<file path="src/rtl/fbr_pkg.sv">
package fbr_pkg;

  typedef struct packed {
    logic [4:0] wait_clks;
    logic [1:0] rx_code;
    logic [1:0] tx_code;
    logic [1:0] burst_code;
  } fbr_cfg_t;

  typedef enum logic [1:0] {
    ST_IDLE = 2'd0,
    ST_REQ  = 2'd1,
    ST_MOVE = 2'd2
  } fbr_state_t;

  localparam logic [15:0] CFG_RESET = 16'h0F1A;
  localparam logic [15:0] CFG_MASK  = 16'h1F3F;

  function automatic logic [7:0] rx_thresh_bytes(input logic [1:0] code);
    return 8'd8 << code;
  endfunction

  function automatic logic [7:0] burst_bytes(input logic [1:0] code);
    return 8'd4 << code;
  endfunction

  function automatic logic [7:0] tx_thresh_bytes(input logic [1:0] code);
    logic [7:0] v;
    case (code)
      2'd0:    v = 8'd16;
      2'd1:    v = 8'd32;
      2'd2:    v = 8'd64;
      default: v = 8'd96;
    endcase
    return v;
  endfunction

endpackage

</file>
<file path="src/rtl/fbr_cfg_reg.sv">
module fbr_cfg_reg
  import fbr_pkg::*;
(
  input  logic        clk,
  input  logic        rst_n,
  input  logic        we,
  input  logic [15:0] wdata,
  input  logic        lock,
  output fbr_cfg_t    cfg,
  output logic [15:0] rdata
);
  logic [15:0] word_q;

  always_ff @(posedge clk or negedge rst_n) begin
    if (!rst_n)
      word_q <= CFG_RESET;
    else if (we && !lock)
      word_q <= wdata & CFG_MASK;
  end

  assign rdata          = word_q;
  assign cfg.wait_clks  = word_q[12:8];
  assign cfg.rx_code    = word_q[5:4];
  assign cfg.tx_code    = word_q[3:2];
  assign cfg.burst_code = word_q[1:0];
endmodule

</file>
<file path="src/rtl/fbr_prio_timer.sv">
module fbr_prio_timer #(
  parameter int W = 5
) (
  input  logic         clk,
  input  logic         rst_n,
  input  logic         load,
  input  logic [W-1:0] load_val,
  input  logic         run,
  output logic         expired
);
  logic [W-1:0] cnt_q;

  always_ff @(posedge clk or negedge rst_n) begin
    if (!rst_n)
      cnt_q <= '0;
    else if (load)
      cnt_q <= load_val;
    else if (run && cnt_q != '0)
      cnt_q <= cnt_q - 1'b1;
  end

  assign expired = (cnt_q == '0);
endmodule

</file>
<file path="src/rtl/fbr_tx_kick.sv">
module fbr_tx_kick #(
  parameter int LVL_W = 8
) (
  input  logic             clk,
  input  logic             rst_n,
  input  logic [LVL_W-1:0] level,
  input  logic [LVL_W-1:0] thresh,
  input  logic             frame_end,
  output logic             start
);
  always_ff @(posedge clk or negedge rst_n) begin
    if (!rst_n)
      start <= 1'b0;
    else if (frame_end)
      start <= 1'b0;
    else if (level >= thresh)
      start <= 1'b1;
  end
endmodule

</file>
<file path="src/rtl/fifo_burst_req_ctrl.sv">
module fifo_burst_req_ctrl
  import fbr_pkg::*;
#(
  parameter int LVL_W   = 8,
  parameter int LEN_W   = 6,
  parameter int WAIT_W  = 5
) (
  input  logic             clk,
  input  logic             rst_n,
  input  logic             cfg_we,
  input  logic [15:0]      cfg_wdata,
  output logic [15:0]      cfg_rdata,
  input  logic             rx_enable,
  input  logic [LVL_W-1:0] rx_level,
  input  logic [LVL_W-1:0] tx_level,
  input  logic             tx_frame_end,
  output logic             tx_start,
  output logic             bus_req,
  output logic             bus_hipri,
  input  logic             bus_gnt,
  output logic             move_valid,
  input  logic             move_ready,
  output logic [LEN_W-1:0] move_len
);
  fbr_cfg_t   cfg;
  fbr_state_t state_q, state_d;
  logic       rx_hit;
  logic       tmr_expired;
  logic [LVL_W-1:0] rx_thr;
  logic [LVL_W-1:0] tx_thr;

  fbr_cfg_reg u_cfg (
    .clk   (clk),
    .rst_n (rst_n),
    .we    (cfg_we),
    .wdata (cfg_wdata),
    .lock  (rx_enable),
    .cfg   (cfg),
    .rdata (cfg_rdata)
  );

  assign rx_thr = LVL_W'(rx_thresh_bytes(cfg.rx_code));
  assign tx_thr = LVL_W'(tx_thresh_bytes(cfg.tx_code));
  assign rx_hit = rx_enable && (rx_level >= rx_thr);

  always_comb begin
    state_d = state_q;
    case (state_q)
      ST_IDLE: if (rx_hit)     state_d = ST_REQ;
      ST_REQ:  if (bus_gnt)    state_d = ST_MOVE;
      ST_MOVE: if (move_ready) state_d = ST_IDLE;
      default:                 state_d = ST_IDLE;
    endcase
  end

  always_ff @(posedge clk or negedge rst_n) begin
    if (!rst_n)
      state_q <= ST_IDLE;
    else
      state_q <= state_d;
  end

  fbr_prio_timer #(.W(WAIT_W)) u_tmr (
    .clk      (clk),
    .rst_n    (rst_n),
    .load     (state_q == ST_IDLE && rx_hit),
    .load_val (WAIT_W'(cfg.wait_clks)),
    .run      (state_q == ST_REQ && !bus_gnt),
    .expired  (tmr_expired)
  );

  fbr_tx_kick #(.LVL_W(LVL_W)) u_tx (
    .clk       (clk),
    .rst_n     (rst_n),
    .level     (tx_level),
    .thresh    (tx_thr),
    .frame_end (tx_frame_end),
    .start     (tx_start)
  );

  assign bus_req    = (state_q == ST_REQ) || (state_q == ST_MOVE);
  assign bus_hipri  = (state_q == ST_REQ) && tmr_expired;
  assign move_valid = (state_q == ST_MOVE);
  assign move_len   = LEN_W'(burst_bytes(cfg.burst_code));
endmodule

</file>
<file path="config.mk">
export PLATFORM = sky130hd
export DESIGN_NAME = fifo_burst_req_ctrl
export DESIGN_NICKNAME = d
export VERILOG_FILES = /design/src/rtl/fbr_pkg.sv /design/src/rtl/fbr_cfg_reg.sv /design/src/rtl/fbr_prio_timer.sv /design/src/rtl/fbr_tx_kick.sv /design/src/rtl/fifo_burst_req_ctrl.sv
export SDC_FILE = /design/constraint.sdc
export NUM_CORES = 1
export LEC_CHECK = 0
export BUFFER_PORTS_ARGS = -buffer_cell sky130_fd_sc_hd__buf_2
export CORE_AREA = 3 3 66 68
export CTS_CLUSTER_DIAMETER = 120
export DETAILED_ROUTE_END_ITERATION = 10
export DIE_AREA = 0 0 69 71
export PLACE_DENSITY_LB_ADDON = 0.12
export RECOVER_POWER = 25
export SYNTH_ARGS = -nofsm -noshare
export SYNTH_HDL_FRONTEND = slang
export SYNTH_SLANG_ARGS = --single-unit
</file>
<file path="constraint.sdc">
create_clock -name clk -period 2.85 [get_ports clk]
set_input_delay 0.57 -clock clk [delete_from_list [all_inputs] [get_ports clk]]
set_output_delay 0.57 -clock clk [all_outputs]
set_load 0.01 [all_outputs]
</file>
## Yosys cells after proc, flatten, opt, wreduce, memory -nomap -nowiden

Cells that the tools add are included.

| operators by class | value |
|---|---|
| $add $sub $neg | 1 |
| magnitude comparators | 2 |
| equal/unequal tests | 7 |
| reductions and logical operators | 16 |
| shift operators | 2 |
| muxes and demuxes | 9 |

Operator list:

| kind | count |
|---|---|
| $pmux 7 s3 | 1 |
| $mux 5 | 2 |
| $ge 8x7->1 | 1 |
| $ge 8x8->1 | 1 |
| $shl 4x2->8 const A | 1 |
| $logic_and 1x1->1 | 6 |
| $mux 2 | 3 |
| $pmux 2 s3 | 1 |
| $shl 3x2->6 const A | 1 |
| $logic_not 5->1 | 1 |
| $reduce_bool 5->1 | 1 |
| $sub 5x1->5 const B | 1 |
| $eq 2x1->1 const B | 2 |
| $eq 2x2->1 const B | 2 |
| $logic_not 2->1 | 2 |
| $ne 2x2->1 const B | 2 |
| $reduce_bool 2->1 | 2 |
| $reduce_and 3->1 | 1 |
| $logic_not 1->1 | 2 |
| $mux 1 | 2 |
| $ne 2x1->1 const B | 1 |
| $logic_or 1x1->1 | 1 |

| word-level totals | value |
|---|---|
| bits of input ports | 39 |
| logic and storage cells | 41 |
| register bits after elaboration | 19 |
| output and inout port bits | 26 |

## Logic depth before layout (Yosys ltp)

Gate-level depths: netlist (run 1).

| logic depth | value |
|---|---|
| word-level depth | 5 |
| depth in mapped cells | 7 |
| gate-level depth less buffers | 6 |

## Cells and area by module

Synthesis (run 1) repeated with hierarchy kept, for this count alone.

| second synthesis, totals | value |
|---|---|
| cell total of the unflattened synthesis | 151 |
| area total of the unflattened synthesis | 1535.2 um2 |

By module, submodules not included:

| module | times used | seq. area each (um2) | cells an instance | area each (um2) |
|---|---|---|---|---|
| fbr_cfg_reg | 1 | 284.0 | 41 | 603.1 |
| fifo_burst_req_ctrl | 1 | 50.0 | 48 | 399.1 |
| fbr_prio_timer | 1 | 125.1 | 32 | 304.0 |
| fbr_tx_kick | 1 | 25.0 | 30 | 229.0 |

## Worst setup path after synthesis (run 1)

Ideal clock, no wire load.

| path | value |
|---|---|
| kind | reg-to-reg |
| start point | register u_cfg.word_q[5] (netlist: u_cfg.rdata[5]) |
| end point | register u_tmr.cnt_q[0] |
| arrival | 2013 ps |
| cell stages (with the launch flop) | 8 |
| data required time | 2725 ps |
| path buffers | 1 |
| period minus slack after synthesis | 2138 ps |
| path slack | 712 ps |
| setup time | 125 ps |
| cells stage by stage | dfrtp_1 -> or2_2 -> ha_1 -> o21ai_1 -> a221o_1 -> or2_1 -> buf_6 -> mux2_4 |

| between the ends | value |
|---|---|
| word-level cells in the longest chain between the ends | 5 |
| elaborated cells on any way between the ends | 6 |
| classes of those cells | 1 x order compare; 1 x shift; 1 x mux; 3 x reduce/logical |

Ends and longest elaborated chain:

| item | line | RTL |
|---|---|---|
| start: declaration | fbr_cfg_reg.sv:12 | `logic [15:0] word_q;` |
| start signal: assignment | fbr_cfg_reg.sv:18 | `word_q <= wdata & CFG_MASK;` |
| $shl 4x2->8 (*) | fbr_pkg.sv:20 | `return 8'd8 << code;` |
| $ge 8x8->1 (*) | fifo_burst_req_ctrl.sv:44 | `assign rx_hit = rx_enable && (rx_level >= rx_thr);` |
| $logic_and 1x1->1 (*) | fifo_burst_req_ctrl.sv:44 |  |
| $logic_and 1x1->1 (*) | fifo_burst_req_ctrl.sv:66 | `.load (state_q == ST_IDLE && rx_hit),` |
| $mux 5 or $reduce_bool 2->1 (tied branches) | - |  |
| end signal: assignment | fbr_prio_timer.sv:17 | `cnt_q <= load_val;` |
| end signal: assignment | fbr_prio_timer.sv:19 | `cnt_q <= cnt_q - 1'b1;` |
| end: declaration | fbr_prio_timer.sv:11 | `logic [W-1:0] cnt_q;` |

Every way passes the cells marked *; elsewhere a longest branch is shown, timed or not.
A chain may end at the register's enable or synchronous reset.

## Worst setup path after layout (run 1)

| path | value |
|---|---|
| start point | register u_cfg.word_q[5] (netlist: u_cfg.rdata[5]) |
| end point | register u_tmr.cnt_q[2] |

Same word-level chain as after synthesis.

==> impl_metrics.ini, run 1 <==
[global_route]
overflow = 0
grt_use_met2_pct = 17.7
grt_pass1_vias = 950
grt_max_degree = 20
grt_busiest_layer = met2
grtUsageMet3_pct = 2.13
grt_pass1_wl_um = 4060
grtUsageTotal_pct = 9.99
antenna_found_initial = 0
met1_usage_pct = 12.1

[floorplan]
io-pin-count = 65
dieArea_sq_um = 4900
chipWidth_um = 69
fp-row-count = 23
start_util_pct = 30.8
die_h_um = 71
core_sq_um = 3910

[sta]
tns_ns = 0
hold_violations = 0
slew_headroom_pct = 29.7
period_minus_slack_ns = 2.22
tightestPinTransition_ns = 1.05
finalMaxSlewViolations = 0
fin_crit_sh_pct = 77.8
grt_setup_unrepaired = false
fmax_mhz = 451
clock_skew_ns = 0.00511
fin_ws_ns = 0.633
setup_violations = 0

[critical_path]
critical_path_arrival_ns = 2.35
worst_setup_path_start_kind = flop
r2r_slack_ns = 0.63
r2r-start = u_cfg.rdata[5]
critPathSlowestCell = dfrtp_1
cp_slowest_stage_delay_ns = 0.42
crit_chain = or2_2 -> ha_1 -> o21ai_1 -> a221o_1 -> or2_1 -> mux2_4
rr_endpoint = u_tmr.cnt_q[2]
required_ns = 2.98
end_kind = flop
crit_type = reg2reg
crit_path_max_fanout = 6
reg2regPathDepth = 6

[final_layout]
final_common_cell = buf_2
drive_gt1_share_pct = 48.4
design_area_sq_um = 1520
final_cells = 211
antenna_cells = 0
ff_latch_area_sq_um = 484
n_fill_cell = 410
fin_nets = 213
synthToLayoutAreaGrowth_pct = 26.0
most-common-layout-cells = buf_2, ha_1, dfrtp_1
multi_input_area_sq_um = 638

[yosys]
synth-seq-cells = 19
netlist_area_sq_um = 1210
yosys_warnings = 0
syn_inst = 110
syn_area_per_cell_sq_um = 11.0
synth.distinct_cells = 32
yosysSeqAreaShare_pct = 40.1

[cts]
cts_setup_buffers = 0
cts_tree = done
clk_pin_slew_ns = 0.07
postCtsResizedCells = 0
htree_levels = 1
root_buffer = clkbuf_8
cts.sink_count = 19
cts_buffer_depth = 2
numCtsBuffers = 3
clk_latency_ns = 0.25
cts_hold_buffers = 0

[routing]
viasPerCell = 4.27
drt_iter0_markers = 7
vias = 900
post_drt_wl_per_cell_um = 11.6
drc = 0
postRouteWirelength_um = 2460
dr.pass1.iters = 2
ant_nets = 0

[power]
power_density_nw_per_um2 = 683
finalPower_w = 0.00104
ir_drop_uv = 230
power.leakage_nw = 0.779

[run_status]
status = finished, final reports clean

[run]
max_cap_viol_count = 0

[placed_design]
place_hpwl_um = 1990
post-place-ws_ns = 0.626
place.gp.congestion = 0.710
portBuffers = 49
dp.cells = 207
dpl_cell_area_sq_um = 1480

[min_path]
hold_class = in2async
-- flip-flops by register name, summed over array words and instances (netlist names) --
| register | flops |
|---|---|
| u_cfg.rdata | 11 |
| u_tmr.cnt_q | 5 |
| state_q | 2 |
| u_tx.start | 1 |
-- report_power, final --
group / total [W] / switching (W) / leakage (nW) / internal, W
Sequential: 0.000416 / 0.0000605 / 0.217 / 0.000356
Clock: 0.000182 / 0.0000855 / 0.0255 / 0.0000969
Combinational: 0.000440 / 0.000199 / 0.536 / 0.000241
-- synth_stat cells --
library cell,number,share of area (%)
buf_2,1,0.41
or2_1,1,0.52
xor2_1,3,2.2
nor4_1,2,1.0
nor2_1,6,1.9
mux2_2,10,9.3
buf_4,7,4.4
or2_2,1,0.52
xnor2_1,1,0.73
a221o_1,1,0.83
ha_1,12,12
or4b_2,1,0.83
or3_1,1,0.52
a21oi_1,2,0.83
nor3_1,2,0.83
o21ai_0,5,2.1
nand3b_1,1,0.62
nand2b_1,4,2.1
nor4b_2,1,1.2
buf_6,1,0.93
nor2b_1,3,1.6
inv_1,10,3.1
o22a_1,1,0.73
dfrtp_1,12,25
conb_1,1,0.31
mux2i_1,1,0.83
nand2_1,3,0.93
dfstp_2,7,15
and2_1,2,1.0
o21ai_1,1,0.41
o22ai_1,1,0.52
mux2_4,5,6.2
-- through the flow --
step	hold WS, ns	utilization [%]
after floorplan	0.274	-
after global placement	0.514	37.7
after detailed placement	0.523	37.7
after CTS	0.259	38.9
after global routing	0.522	38.8
final	0.483	38.8
-- metal layers --
layer	wire [um]	vias up
met5	0	-
li1	-	460
met3	150	2
met2	1270	29
met4	8	0
met1	1030	409
-- how the worst max path moves through the flow --
| stage | start | to | slack, ns | cells past startpoint |
|---|---|---|---|---|
| 5_1_grt | u_cfg.rdata[5] | u_tmr.cnt_q[0] | 0.55 | 6 |
| 4_1_cts | u_cfg.rdata[5] | u_tmr.cnt_q[2] | 0.61 | 6 |
| 2_1_floorplan | u_cfg.rdata[5] | u_tmr.cnt_q[0] | 0.71 | 7 |
| 3_5_place_dp | u_cfg.rdata[5] | u_tmr.cnt_q[2] | 0.63 | 6 |
| 3_3_place_gp | u_cfg.rdata[5] | u_tmr.cnt_q[1] | 0.64 | 6 |
| 6_report | u_cfg.rdata[5] | u_tmr.cnt_q[2] | 0.63 | 6 |
-- worst max-delay path: cells and delay by family (launching register included) --
family	cells	cell delay, ns
AND/OR/NAND/NOR	2	0.63
AO/OA/AOI/OAI	2	0.45
flip-flops	1	0.42
multiplexers	1	0.33
adder cells (fa/ha/maj)	1	0.27
-- layout make-up --
type	instances	share of cell area, %
sequential	19	31.9
clock buffer	3	2.72
clock inverter	1	0.329
tap	50	4.12
multi-input combinational	78	42.0
timing repair buffer	50	16.5
inverter	10	2.47
-- cell families after synthesis --
group | synth area share (%)
mux | 16.4
flops | 40.1
buf+inv | 8.82
simple gates | 13.6
compound gates | 5.39
other cells | 0.311
fa+ha+maj | 12.4
xor+xnor | 2.91
No activity file was read; power rests on OpenSTA's default activity.
==> run 2, diff against run 1 <==
==> constraint.sdc (replaced) <==
create_clock -name clk -period 2.25 [get_ports clk]
set_input_delay 0.45 -clock clk [delete_from_list [all_inputs] [get_ports clk]]
set_output_delay 0.45 -clock clk [all_outputs]
set_load 0.01 [all_outputs]
==> run 2 against run 1 <==
Against the previous run:
- fmax is 2.5% higher
- first-iteration DRC count is 29% higher
- clock skew is 0.0032 ns lower
- design area is 0.49% higher
- critical path type unchanged
- wire length is 2.6% lower
- non-clock buffer count is 1 higher
- largest power group unchanged
- count of clock-buffer cells in the layout stayed put
- flip-flop and latch count stayed put
- register-to-register slack worse by 0.55 ns
==> impl_metrics.ini, run 2 (same netlist as run 1, synthesis figures left out) <==
[sta]
period_minus_slack_ns = 2.16
holdWs_ns = 0.346
fmax_mhz = 462
clock_skew_ns = 0.00193
fin_ws_ns = 0.0867
tns_ns = 0
finalMaxSlewViolations = 0
slew_headroom_pct = 32.3
hold_violations = 0
fin_crit_sh_pct = 96.1
setup_violations = 0
tightestPinTransition_ns = 1.02
grt_setup_unrepaired = false

[power]
seqPwrFrac_pct = 39.9
power.leakage_nw = 0.783
clockPowerShare_pct = 17.6
intPower_w = 0.000881
combPwrFrac_pct = 42.5
power_density_nw_per_um2 = 866
switchingPower_w = 0.000442
netSwitchingFraction_pct = 33.4
ir_drop_uv = 235

[cts]
cts_tree = done
cts_hold_buffers = 0
clk_latency_ns = 0.25
root_buffer = clkbuf_8
cts_buffer_depth = 2
cts.sink_count = 19
cts_setup_buffers = 0
postCtsResizedCells = 0
htree_levels = 1
numCtsBuffers = 3
clk_pin_slew_ns = 0.07

[routing]
postRouteWirelength_um = 2390
vias = 910
ant_nets = 0
post_drt_wl_per_cell_um = 11.3
drt_iter0_markers = 9
viasPerCell = 4.29
drc = 0
dr.pass1.iters = 4

[placed_design]
portBuffers = 49
dpl_cell_area_sq_um = 1480
place_hpwl_um = 1980
dp.cells = 208
post-place-ws_ns = 0.0790
place.gp.congestion = 0.708

[floorplan]
io-pin-count = 65
core_sq_um = 3910
fp-row-count = 23
dieArea_sq_um = 4900
die_h_um = 71
start_util_pct = 30.8
chipWidth_um = 69

[final_layout]
antenna_cells = 0
design_area_sq_um = 1530
drive_gt1_share_pct = 48.8
final_common_cell = buf_2
synthToLayoutAreaGrowth_pct = 26.7
n_fill_cell = 405
most-common-layout-cells = buf_2, ha_1, dfrtp_1
final_cells = 212
fin_nets = 214
largest_register_ffs = 11

[global_route]
grt_pass1_vias = 952
grt_max_degree = 20
overflow = 0
grt_pass1_wl_um = 4110
grtUsageTotal_pct = 10.2
antenna_found_initial = 0

[critical_path]
cp_top_family = simple AND/OR/NAND/NOR gates
cp_slowest_stage_delay_ns = 0.42
required_ns = 2.39
crit_type = reg2reg
path_buf_inv = 0
worst_setup_path_start_kind = flop
critical_path_arrival_ns = 2.30
crit_path_max_fanout = 6
crit_chain = or2_2 -> ha_1 -> o21ai_1 -> a221o_1 -> or2_1 -> mux2_4
end_kind = flop
critPathSlowestCell = dfrtp_1

[run_status]
status = finished, final reports clean

[min_path]
hold_class = in2async

[run]
max_cap_viol_count = 0
-- run 2: final timing paths --
path | end | slack (ns) | depth (start not counted) | startpoint
worst max-delay path | u_tmr.cnt_q[2] | 0.09 | 6 | u_cfg.rdata[5]
worst min-delay path | u_cfg.rdata[0] | 0.35 | 1 | rst_n
worst max register to register | u_tmr.cnt_q[2] | 0.09 | 6 | u_cfg.rdata[5]
worst min register to register | u_tmr.cnt_q[4] | 0.53 | 1 | u_cfg.rdata[12]
max in group asynchronous | state_q[1] | 1.29 | 1 | rst_n
min in group clk | u_tx.start | 0.40 | 2 | tx_frame_end
-- run 2: power groups by stage --
stage               clock [W]  sequential (W)  combinational [W]
global placement            0        0.000531           0.000556
floorplan                   0        0.000536           0.000419
detailed placement          0        0.000535           0.000569
finish               0.000233        0.000528           0.000562
global route         0.000262        0.000545           0.000640
CTS                  0.000249        0.000529           0.000574
-- run 2: through the flow --
step / utilization, % / total power [W]
floorplan: - / 0.000956
global placement: 37.9 / 0.00109
detailed placement: 37.9 / 0.00110
CTS: 39.1 / 0.00135
global route: 39.0 / 0.00145
finish: 39.0 / 0.00132
-- run 2: routing by layer --
metal  track usage, %  up-vias  routed length [um]
met5                0        -                   0
met4             3.90        0                  24
met3             2.70        4                 161
met2             17.8       31                1200
met1             11.9      413                1010
li1                 -      462                   -
-- run 2: layout make-up --
cell class,instances,area (sq um),share of cell area (%)
multi-input combinational,78,638,41.8
clock inverter,1,5.00,0.328
timing repair buffer,51,259,17.0
inverter,10,37.5,2.46
sequential,19,484,31.7
tap,50,62.6,4.09
clock buffer,3,41.3,2.70
